===== config.mk =====
export PLATFORM = sky130hd
export DESIGN_NAME = tagged_word_port
export DESIGN_NICKNAME = d
export VERILOG_FILES = /design/src/rtl/twp_pkg.sv /design/src/rtl/twp_sync2.sv /design/src/rtl/twp_rx_chan.sv /design/src/rtl/twp_tx_chan.sv /design/src/rtl/tagged_word_port.sv
export SDC_FILE = /design/constraint.sdc
export NUM_CORES = 1
export LEC_CHECK = 0
export ABC_AREA = 1
export BUFFER_PORTS_ARGS = -buffer_cell sky130_fd_sc_hd__buf_2
export CAP_MARGIN = 5
export CORE_MARGIN = 4
export CORE_UTILIZATION = 49
export DETAILED_ROUTE_END_ITERATION = 10
export PLACE_DENSITY = 0.9
export SETUP_SLACK_MARGIN = 0.15
export SKIP_LAST_GASP = 1
export SYNTH_ARGS = -nofsm -noshare
export SYNTH_HDL_FRONTEND = slang
export SYNTH_HIERARCHICAL = 1
export SYNTH_SLANG_ARGS = --single-unit

===== constraint.sdc =====
create_clock -name clk_i -period 1.5 [get_ports clk_i]
set_input_delay 0.075 -clock clk_i [delete_from_list [all_inputs] [get_ports clk_i]]
set_output_delay 0.075 -clock clk_i [all_outputs]
set_load 0.01 [all_outputs]

===== src/rtl/twp_pkg.sv =====
package twp_pkg;
  typedef enum logic [1:0] {RX_IDLE, RX_FULL, RX_ACK} rx_state_e;
  typedef enum logic [1:0] {TX_IDLE, TX_SETUP, TX_REQ, TX_REL} tx_state_e;
endpackage


===== src/rtl/twp_sync2.sv =====
module twp_sync2 #(
  parameter int W = 1
) (
  input  logic         clk_i,
  input  logic         rst_ni,
  input  logic [W-1:0] d_i,
  output logic [W-1:0] q_o
);
  logic [W-1:0] meta_q, sync_q;

  always_ff @(posedge clk_i or negedge rst_ni) begin
    if (!rst_ni) begin
      meta_q <= '0;
      sync_q <= '0;
    end else begin
      meta_q <= d_i;
      sync_q <= meta_q;
    end
  end

  assign q_o = sync_q;
endmodule


===== src/rtl/twp_rx_chan.sv =====
module twp_rx_chan
  import twp_pkg::*;
#(
  parameter int WORD_W = 17
) (
  input  logic              clk_i,
  input  logic              rst_ni,
  input  logic              req_i,     // synchronized
  input  logic [WORD_W-1:0] word_i,
  input  logic              lock_i,
  input  logic              accept_i,
  output logic              full_o,
  output logic [WORD_W-1:0] word_o,
  output logic              ack_o
);
  rx_state_e         state_q;
  logic [WORD_W-1:0] hold_q;

  always_ff @(posedge clk_i or negedge rst_ni) begin
    if (!rst_ni) begin
      state_q <= RX_IDLE;
      hold_q  <= '0;
    end else begin
      unique case (state_q)
        RX_IDLE: if (req_i && !lock_i) begin
          hold_q  <= word_i;
          state_q <= RX_FULL;
        end
        RX_FULL: if (accept_i) state_q <= RX_ACK;
        RX_ACK:  if (!req_i) state_q <= RX_IDLE;
        default: state_q <= RX_IDLE;
      endcase
    end
  end

  assign full_o = (state_q == RX_FULL);
  assign ack_o  = (state_q == RX_ACK);
  assign word_o = hold_q;


  ack_hold_chk: assert property (@(posedge clk_i) disable iff (!rst_ni)
    ack_o && req_i |=> ack_o);

  ack_rise_chk: assert property (@(posedge clk_i) disable iff (!rst_ni)
    $rose(ack_o) |-> $past(accept_i) && $past(req_i));

  lock_idle_chk: assert property (@(posedge clk_i) disable iff (!rst_ni)
    (state_q == RX_IDLE) && lock_i |=> !full_o && !ack_o);

  hold_pending_chk: assert property (@(posedge clk_i) disable iff (!rst_ni)
    full_o && !accept_i |=> full_o && $stable(word_o) && !ack_o);
endmodule


===== src/rtl/twp_tx_chan.sv =====
module twp_tx_chan
  import twp_pkg::*;
#(
  parameter int WORD_W = 17
) (
  input  logic              clk_i,
  input  logic              rst_ni,
  input  logic              start_i,
  input  logic [WORD_W-1:0] word_i,
  input  logic              ack_i,     // synchronized
  output logic              idle_o,
  output logic              req_o,
  output logic [WORD_W-1:0] word_o
);
  tx_state_e         state_q;
  logic [WORD_W-1:0] word_q;

  always_ff @(posedge clk_i or negedge rst_ni) begin
    if (!rst_ni) begin
      state_q <= TX_IDLE;
      word_q  <= '0;
    end else begin
      unique case (state_q)
        TX_IDLE: if (start_i) begin
          word_q  <= word_i;
          state_q <= TX_SETUP;    // word leads request by one cycle
        end
        TX_SETUP: state_q <= TX_REQ;
        TX_REQ:   if (ack_i) state_q <= TX_REL;
        TX_REL:   if (!ack_i) state_q <= TX_IDLE;
        default:  state_q <= TX_IDLE;
      endcase
    end
  end

  assign idle_o = (state_q == TX_IDLE);
  assign req_o  = (state_q == TX_REQ);
  assign word_o = word_q;


  word_stable_chk: assert property (@(posedge clk_i) disable iff (!rst_ni)
    req_o |-> $stable(word_o));

  req_hold_chk: assert property (@(posedge clk_i) disable iff (!rst_ni)
    req_o && !ack_i |=> req_o);
endmodule


===== src/rtl/tagged_word_port.sv =====
module tagged_word_port #(
  parameter  int DATA_W    = 16,
  parameter  int NUM_PORTS = 4,
  localparam int WORD_W    = DATA_W + 1,
  localparam int PW        = (NUM_PORTS > 1) ? $clog2(NUM_PORTS) : 1,
  localparam int CTRL_W    = 2 * NUM_PORTS
) (
  input  logic                             clk_i,
  input  logic                             rst_ni,
  input  logic [CTRL_W-1:0]                ctrl_i,
  input  logic [NUM_PORTS-1:0]             in_req_i,
  input  logic [NUM_PORTS-1:0][WORD_W-1:0] in_word_i,
  output logic [NUM_PORTS-1:0]             in_ack_o,
  output logic                             push_valid_o,
  output logic [DATA_W-1:0]                push_data_o,
  input  logic                             push_ready_i,
  output logic                             exec_valid_o,
  output logic [DATA_W-1:0]                exec_instr_o,
  input  logic                             exec_ready_i,
  input  logic                             rd_req_i,
  input  logic [PW-1:0]                    rd_port_i,
  output logic                             rd_valid_o,
  output logic [WORD_W-1:0]                rd_word_o,
  input  logic                             send_valid_i,
  input  logic [PW-1:0]                    send_port_i,
  input  logic [DATA_W-1:0]                send_data_i,
  output logic                             send_ready_o,
  output logic [NUM_PORTS-1:0]             out_req_o,
  output logic [NUM_PORTS-1:0][WORD_W-1:0] out_word_o,
  input  logic [NUM_PORTS-1:0]             out_ack_i
);
  logic [NUM_PORTS-1:0]             req_s, ack_s;
  logic [NUM_PORTS-1:0]             full_w, accept_w, tx_idle_w, start_w;
  logic [NUM_PORTS-1:0][WORD_W-1:0] hold_w;
  logic [NUM_PORTS-1:0]             want_push, want_exec, want_rd, push_acc;
  logic [PW-1:0]                    push_idx, exec_idx, rd_idx;

  twp_sync2 #(.W(NUM_PORTS)) i_req_sync (
    .clk_i, .rst_ni, .d_i(in_req_i), .q_o(req_s));
  twp_sync2 #(.W(NUM_PORTS)) i_ack_sync (
    .clk_i, .rst_ni, .d_i(out_ack_i), .q_o(ack_s));

  for (genvar p = 0; p < NUM_PORTS; p++) begin : g_chan
    twp_rx_chan #(.WORD_W(WORD_W)) i_rx (
      .clk_i, .rst_ni,
      .req_i   (req_s[p]),
      .word_i  (in_word_i[p]),
      .lock_i  (ctrl_i[2*p+1]),
      .accept_i(accept_w[p]),
      .full_o  (full_w[p]),
      .word_o  (hold_w[p]),
      .ack_o   (in_ack_o[p])
    );
    assign start_w[p] = send_valid_i && (send_port_i == PW'(p));
    twp_tx_chan #(.WORD_W(WORD_W)) i_tx (
      .clk_i, .rst_ni,
      .start_i(start_w[p]),
      .word_i ({ctrl_i[2*p], send_data_i}),
      .ack_i  (ack_s[p]),
      .idle_o (tx_idle_w[p]),
      .req_o  (out_req_o[p]),
      .word_o (out_word_o[p])
    );
  end

  // Route by tag unless a programmed read names the channel; lowest index wins.
  always_comb begin
    want_push = '0;
    want_exec = '0;
    want_rd   = '0;
    push_idx  = '0;
    exec_idx  = '0;
    rd_idx    = '0;
    for (int p = 0; p < NUM_PORTS; p++) begin
      if (full_w[p]) begin
        if (rd_req_i && (rd_port_i == PW'(p))) want_rd[p] = 1'b1;
        else if (hold_w[p][DATA_W])           want_exec[p] = 1'b1;
        else                                  want_push[p] = 1'b1;
      end
    end
    for (int p = NUM_PORTS - 1; p >= 0; p--) begin
      if (want_push[p]) push_idx = PW'(p);
      if (want_exec[p]) exec_idx = PW'(p);
      if (want_rd[p])   rd_idx   = PW'(p);
    end
    for (int p = 0; p < NUM_PORTS; p++) begin
      push_acc[p]    = want_push[p] && (push_idx == PW'(p)) && push_ready_i;
      accept_w[p]    = push_acc[p] || want_rd[p] ||
                       (want_exec[p] && (exec_idx == PW'(p)) && exec_ready_i);
    end
  end

  assign push_valid_o = |want_push;
  assign push_data_o  = hold_w[push_idx][DATA_W-1:0];
  assign exec_valid_o = |want_exec;
  assign exec_instr_o = hold_w[exec_idx][DATA_W-1:0];
  assign rd_valid_o   = |want_rd;
  assign rd_word_o    = hold_w[rd_idx];
  assign send_ready_o = tx_idle_w[send_port_i];


  push_grant_chk: assert property (@(posedge clk_i) disable iff (!rst_ni)
    $onehot0(push_acc));

  rd_route_chk: assert property (@(posedge clk_i) disable iff (!rst_ni)
    rd_req_i && full_w[rd_port_i] |-> rd_valid_o && !push_acc[rd_port_i]);
endmodule


Yosys cells after proc, flatten, opt, wreduce, memory -nomap -nowiden
Index checks and enable logic that the tools add are counted.
{ "word_totals": {"regBits": 168, "elab_cells": 235} }
{ "classes": {"n_lt_le_gt_ge": 4, "n_eq_ne": 56, "muxes": 84, "reduce_logical": 71} }
{ "op_table": {"columns": ["operator", "n"], "rows": [
  ["binary-select mux 17 bit (select 2 bit)", 3],
  ["two-way mux 2 bit", 36],
  ["== test 2 bit (second input constant)", 20],
  ["two-way mux 1 bit", 33],
  ["two-way mux 16 bit", 2],
  ["case mux 2 bit (4 select lines)", 4],
  ["logical AND 1 bit", 28],
  ["== test 2 x 1 -> 1 bit (second input constant)", 12],
  ["logical NOT 2 bit", 12],
  ["!= test 2 x 1 -> 1 bit (second input constant)", 12],
  ["!= test 2 bit (second input constant)", 12],
  ["case mux 2 bit (3 select lines)", 4],
  ["AND reduction 3 bit", 8],
  ["two-way mux 17 bit", 1],
  ["AND reduction 2 bit", 8],
  ["less-than comparator 2 x 3 -> 1 bit (second input constant)", 4],
  ["OR reduction 4 bit", 3],
  ["logical OR 1 bit", 8],
  ["logical NOT 1 bit", 4],
  ["binary-select mux 1 bit (select 2 bit)", 1]
]} }

Depth between registers and ports, before layout
{ "depth": {"ltp_word": 15, "ltp_mapped": 14, "ltp_nobuf": 13} }

Modules after synthesis
Netlist, hierarchy kept.
{ "modules_own_cells": {"columns": ["mod", "instances", "cells_per_inst", "area_per_inst_um2", "seq_area_each_um2"], "rows": [
  ["twp_tx_chan", 4, 97, 888.4, 475.5],
  ["twp_rx_chan", 4, 85, 783.3, 475.5],
  ["tagged_word_port", 1, 479, 2298.5, 0.0],
  ["twp_sync2", 2, 8, 200.2, 200.2]
]} }

Least setup slack after synthesis
No wires, ideal clock.
{ "synth_path": {"path_type": "flip-flop to flip-flop", "from": "register g_chan[2].i_rx.state_q[1]", "to": "register g_chan[2].i_rx.state_q[0]", "setup_ns": 0.130, "t_arrival_ns": 1.477, "required_ns": 1.370, "path_slack_ns": -0.107, "stages_incl_launch_ff": 11, "n_path_buf": 1, "cell_sequence": "dfrtp_1 inv_1 nand2_1 inv_1 inv_1 nor2_1 nand2_2 nand3b_4 buf_4 o211ai_1 o21ai_0"} }
{ "synth_between": {"elab_chain_cells": 12, "elab_cells_between_ends": 25, "cone_classes": "eq/ne: 7; mux: 10; reduce/logical: 8"} }
{ "synth_rtl": {"columns": ["element", "line", "rtl"], "rows": [
  ["from (decl)", "twp_rx_chan.sv:16", "rx_state_e state_q;"],
  ["from (signal assigned)", "twp_rx_chan.sv:21", "state_q <= RX_IDLE;"],
  ["from (signal assigned)", "twp_rx_chan.sv:27", "state_q <= RX_FULL;"],
  ["from (signal assigned)", "twp_rx_chan.sv:29", "RX_FULL: if (accept_i) state_q <= RX_ACK;"],
  ["== test 2 x 1 -> 1 bit (*)", "twp_rx_chan.sv:36", "assign full_o = (state_q == RX_FULL);"],
  ["named net full_w[2]", "tagged_word_port.sv:33", "logic [NUM_PORTS-1:0] full_w, accept_w, tx_idle_w, start_w;"],
  ["two-way mux 1 bit", "tagged_word_port.sv:75", "if (full_w[p]) begin"],
  ["two-way mux 2 bit (3 in a row)", "tagged_word_port.sv:82", "if (want_push[p]) push_idx = PW'(p);"],
  ["== test 2 bit", "tagged_word_port.sv:87", "push_acc[p] = want_push[p] && (push_idx == PW'(p)) && push_ready_i;"],
  ["logical AND 1 bit (2 in a row)", "tagged_word_port.sv:87", null],
  ["logical OR 1 bit", "tagged_word_port.sv:88", "accept_w[p] = push_acc[p] || want_rd[p] ||"],
  ["logical OR 1 bit (*)", "tagged_word_port.sv:88", null],
  ["named net accept_w[2]", "tagged_word_port.sv:33", null],
  ["!= test 2 x 1 -> 1 bit (no line) (*)", null, null],
  ["AND reduction 3 bit (no line) (*)", null, null]
]} }
Mark *: on every way through the listed nets, which the timed path passes. The rest lies on a longest branch.
A chain may end at the register's enable or synchronous reset.

Worst setup path after layout
{ "layout_path": {"from": "register g_chan[2].i_rx.state_q[1]", "to": "output port exec_instr_o[0]"} }
{ "layout_between": {"elab_chain_cells": 7} }
{ "layout_rtl": {"columns": ["element", "line", "rtl"], "rows": [
  ["== test 2 x 1 -> 1 bit", "twp_rx_chan.sv:36", null],
  ["named net full_w[2]", "tagged_word_port.sv:33", null],
  ["two-way mux 1 bit", "tagged_word_port.sv:75", null],
  ["two-way mux 2 bit (3 in a row)", "tagged_word_port.sv:83", "if (want_exec[p]) exec_idx = PW'(p);"],
  ["binary-select mux 17 bit (select 2 bit)", "tagged_word_port.sv:96", "assign exec_instr_o = hold_w[exec_idx][DATA_W-1:0];"],
  ["two-way mux 16 bit (implied by the code)", "tagged_word_port.sv:96", null],
  ["to (decl)", "tagged_word_port.sv:18", "output logic [DATA_W-1:0] exec_instr_o,"]
]} }
The timed path passes the listed nets, and every way through them passes these cells. The select of a mux whose other input is x is not followed.

==> out/qor.yml <==
run_status:
  outcome: "finished, violations left"
  failed_checks: "negative setup slack"
yosys:
  synth-adder-area-share_pct: 2.13
  synth_compound_gate_area_share_pct: 3.21
  synthCells: 1223
  ys_seq_area_share_pct: 44.8
  synthesis.area_per_instance_um2: 7.67
  synth.cells.most_frequent: "nand2_1 (436), nand3_1 (216), dfrtp_1 (168)"
  post_synth_mux_area_share_pct: 0
  synth_area_mm2: 0.00939
  most_common_cell_in_the_netlist: "nand2_1"
  synth_top_family_by_area: "simple AND/OR/NAND/NOR gates"
  number_of_synthesized_flops_with_an_enable_pin: 0
  synth_area_in_simple_gates_pct: 39.6
  synth-xor-area-share_pct: 0
  asyncSetResetFlopFracSynth_pct: 100
  synth_top_flop_cell: "dfrtp_1"
  synth_net_count: 1349
  yosysWarningCount: 6
  synth.lib_cells_used.distinct: 28
  yosys.area.top_type_share_pct: 44.8
  yosys-top-cells-area: "dfrtp_1 (45%), nand2_1 (17%), nand3_1 (12%), inv_1 (4.5%), nor2_1 (3.0%)"
  synth_top_cell_by_area: "dfrtp_1"
  synth.ff_latch_count: 168
grt:
  use_met3_pct: 10.3
  overflow: 0
  first_global_vias: 11300
  antenna_found_initial: 2
  grt_pass1_wl_mm: 60.5
  globalRoute.busiestLayer: "met2"
  track_usage_pct: 35.5
  grt_util_met1_pct: 39.4
  grt_max_degree: 50
  grt_use_met2_pct: 60.2
sta:
  worst-slew-pin-transition_ps: 423
  finalMaxSlewViolations: 0
  final.period_utilization_pct: 151
  period_minus_slack_ps: 2270
  achievable-frequency_mhz: 440
  timing.clock.skew_ps: 18.4
  final_hold_viol_count: 0
  setup-violations-final: 65
  final.setup.tns_ps: -37580
  layout_setup_ws_ps: -771
  setup_repair_after_global_routing_missed_its_margin: "yes"
  worst_slew_slack_as_a_fraction_of_its_limit_pct: 71.8
clock_network:
  cts.clk_slew.worst_paths_ps: 70
  insertion_delay_to_the_later_sink_of_the_worst_skew_pair_ps: 450
  tritoncts_clock_tree: "done"
  numCtsBuffers: 17
  clkSinkCount: 168
  clock_tree.buffer_depth: 2
  root_buffer: "clkbuf_16"
  cts_max_level: 4
critical_path:
  r2r.worst_path.cells: 12
  timing.critical_path.arrival_ps: 2200
  worst_r2r_startpoint: "g_chan[1].i_rx/state_q[1]$_DFFE_PN0P_"
  worst_setup_path_start_kind: "flop"
  cp-startpoint: "g_chan[2].i_rx/state_q[1]$_DFFE_PN0P_"
  timing.critical_path.to: "exec_instr_o[0]"
  timing.setup.critical_path_class: "reg2out"
  r2r_slack_ps: -470
  worstPathRequired_ps: 1420
  crit_path_end_kind: "primary output"
  reg2reg_to: "g_chan[2].i_rx/state_q[0]$_DFFE_PN0P_"
  worstPathMaxFanout: 16
route:
  drc_errors: 0
  wire_per_inst_um: 23.1
  dr.pass1.iters: 8
  detail-route-antenna-nets: 0
  dr_total_vias: 11800
  totalWireLength_mm: 44.6
  post_drt_via_cell_ratio: 6.12
  drtIter0Drc: 1473
job:
  maxCapViolations: 0
power_and_ir_drop:
  powerDensity_mw_per_mm2: 2450
  static-leakage-power_nw: 7.94
  maximum_resistive_drop_on_vdd_mv: 1.28
final_layout:
  postLayoutCoreUtil_pct: 79.4
  fin_nets: 1807
  drive_gt1_share_pct: 38.3
  layout.filler_cells: 1061
  seqCellArea_mm2: 0.00420
  area_delta_synth_final_pct: 58.8
  multi_input_comb_area_mm2: 0.00523
place:
  dpl.hpwl_mm: 23.5
  preCtsSetupSlack_ps: -148
  numPortBuffers: 238
  gp_congestion: 0.992
floorplanning:
  fp.dieArea_mm2: 0.0214
  die_w_um: 146
  die_h_um: 146
  io_pins: 239
  coreArea_mm2: 0.0188
  fp-row-count: 50
  initial_utilization_pct: 50.0
worst_hold_path:
  hold_path.class: "in2reg"
## through the flow
step	hold slack [ps]	instance area, um2	cells	total power, mW
finish	95.7	14900	1931	36.5
global route	101	14900	1929	38.0
CTS	54.1	13900	1884	31.9
detailed placement	13.1	11300	1711	24.4
global placement	5.89	11300	1711	23.8
floorplan	-221	9570	1223	18.0
## cell families (layout without fill, tap and decap cells)
group | after synthesis | count (layout)
and+or+nand+nor | 818 | 825
DFF | 168 | 168
buffers and inverters | 179 | 643
other | 0 | 3
AOI/OAI and AO/OA | 42 | 42
adders and majority gates | 16 | 16
## worst min path at each step
stage | start | endpoint | depth (start not counted)
CTS | exec_ready_i | g_chan[1].i_rx/state_q[1]$_DFFE_PN0P_ | 5
detailed placement | rst_ni | g_chan[3].i_rx/word_o[1]$_DFFE_PN0P_ | 1
finish | ctrl_i[3] | g_chan[1].i_rx/word_o[11]$_DFFE_PN0P_ | 5
global route | ctrl_i[3] | g_chan[1].i_rx/word_o[8]$_DFFE_PN0P_ | 5
global placement | rst_ni | g_chan[3].i_rx/word_o[4]$_DFFE_PN0P_ | 1
floorplan | rst_ni | g_chan[0].i_rx/state_q[0]$_DFFE_PN0P_ | 0
## layer usage
layer	up-vias	routed length, um
li1	4840	-
met1	5422	14300
met2	1167	20900
met3	380	5380
met4	2	3990
met5	-	13
## final cells by class
| cell class | count | share of cell area (%) |
|---|---|---|
| clock inverters | 14 | 1.02 |
| repair buffers | 489 | 27.5 |
| flip-flops and latches | 168 | 28.2 |
| multi-input cells | 883 | 35.1 |
| inverters | 122 | 3.27 |
| well taps | 234 | 1.96 |
| diodes | 3 | 0.0504 |
| clock buffers | 18 | 2.88 |
## cells in the final DEF (no fill, tap or decap), types with 4 or more instances in the layout
| cell type | n |
|---|---|
| nand2_1 | 391 |
| buf_2 | 223 |
| nand3_1 | 169 |
| dfrtp_1 | 168 |
| dlygate4sd3_1 | 101 |
| inv_1 | 91 |
| buf_4 | 81 |
| nor2_1 | 64 |
| nand2_2 | 50 |
| buf_6 | 44 |
| nand3_2 | 42 |
| o211ai_1 | 35 |
| nor3_2 | 28 |
| inv_2 | 26 |
| buf_12 | 26 |
| clkbuf_16 | 20 |
| nand2_4 | 16 |
| nor2_4 | 15 |
| nand2_8 | 15 |
| nand4_1 | 11 |
| nand3_4 | 9 |
| ha_4 | 8 |
| ha_1 | 7 |
| nor3_1 | 5 |
| inv_8 | 5 |
| inv_6 | 4 |
| nor2_2 | 4 |
| buf_16 | 4 |
| buf_8 | 4 |
## where the power goes
group,internal (mW),total [mW],switching [mW]
Clock,2.23,4.43,2.20
Sequential,6.57,8.27,1.69
Combinational,9.78,23.8,14.1
Total,18.6,36.5,18.0
## state kept, by name, indices dropped and copies added (netlist names)
signal	flops
g_chan.i_tx/state_q	8
g_chan.i_tx/word_o	68
g_chan.i_rx/word_o	68
i_ack_sync/q_o	4
i_req_sync/q_o	4
i_req_sync/meta_q	4
g_chan.i_rx/state_q	8
i_ack_sync/meta_q	4
## critical path, stage by stage, from the launching register on
cell and delay (ps):
dfrtp_1 410, inv_2 80, nand2_2 80, inv_2 100, nand2_1 70, inv_1 70, nand2_2 110, inv_2 110
nand3_2 100, buf_12 170, nor2_1 140, nor2_1 70, nand2_1 100, buf_2 150
## timing repair
action | CTS | global route
resized for setup | 111 | 127
endpoints found under the hold margin | 314 | 0
setup endpoints to repair | 69 | 174
cloned | 9 | 10
pin swaps | 25 | 50
hold buffers | 101 | 0
buffers inserted | 31 | 35
Note: power is estimated with default switching activity, not from simulation.
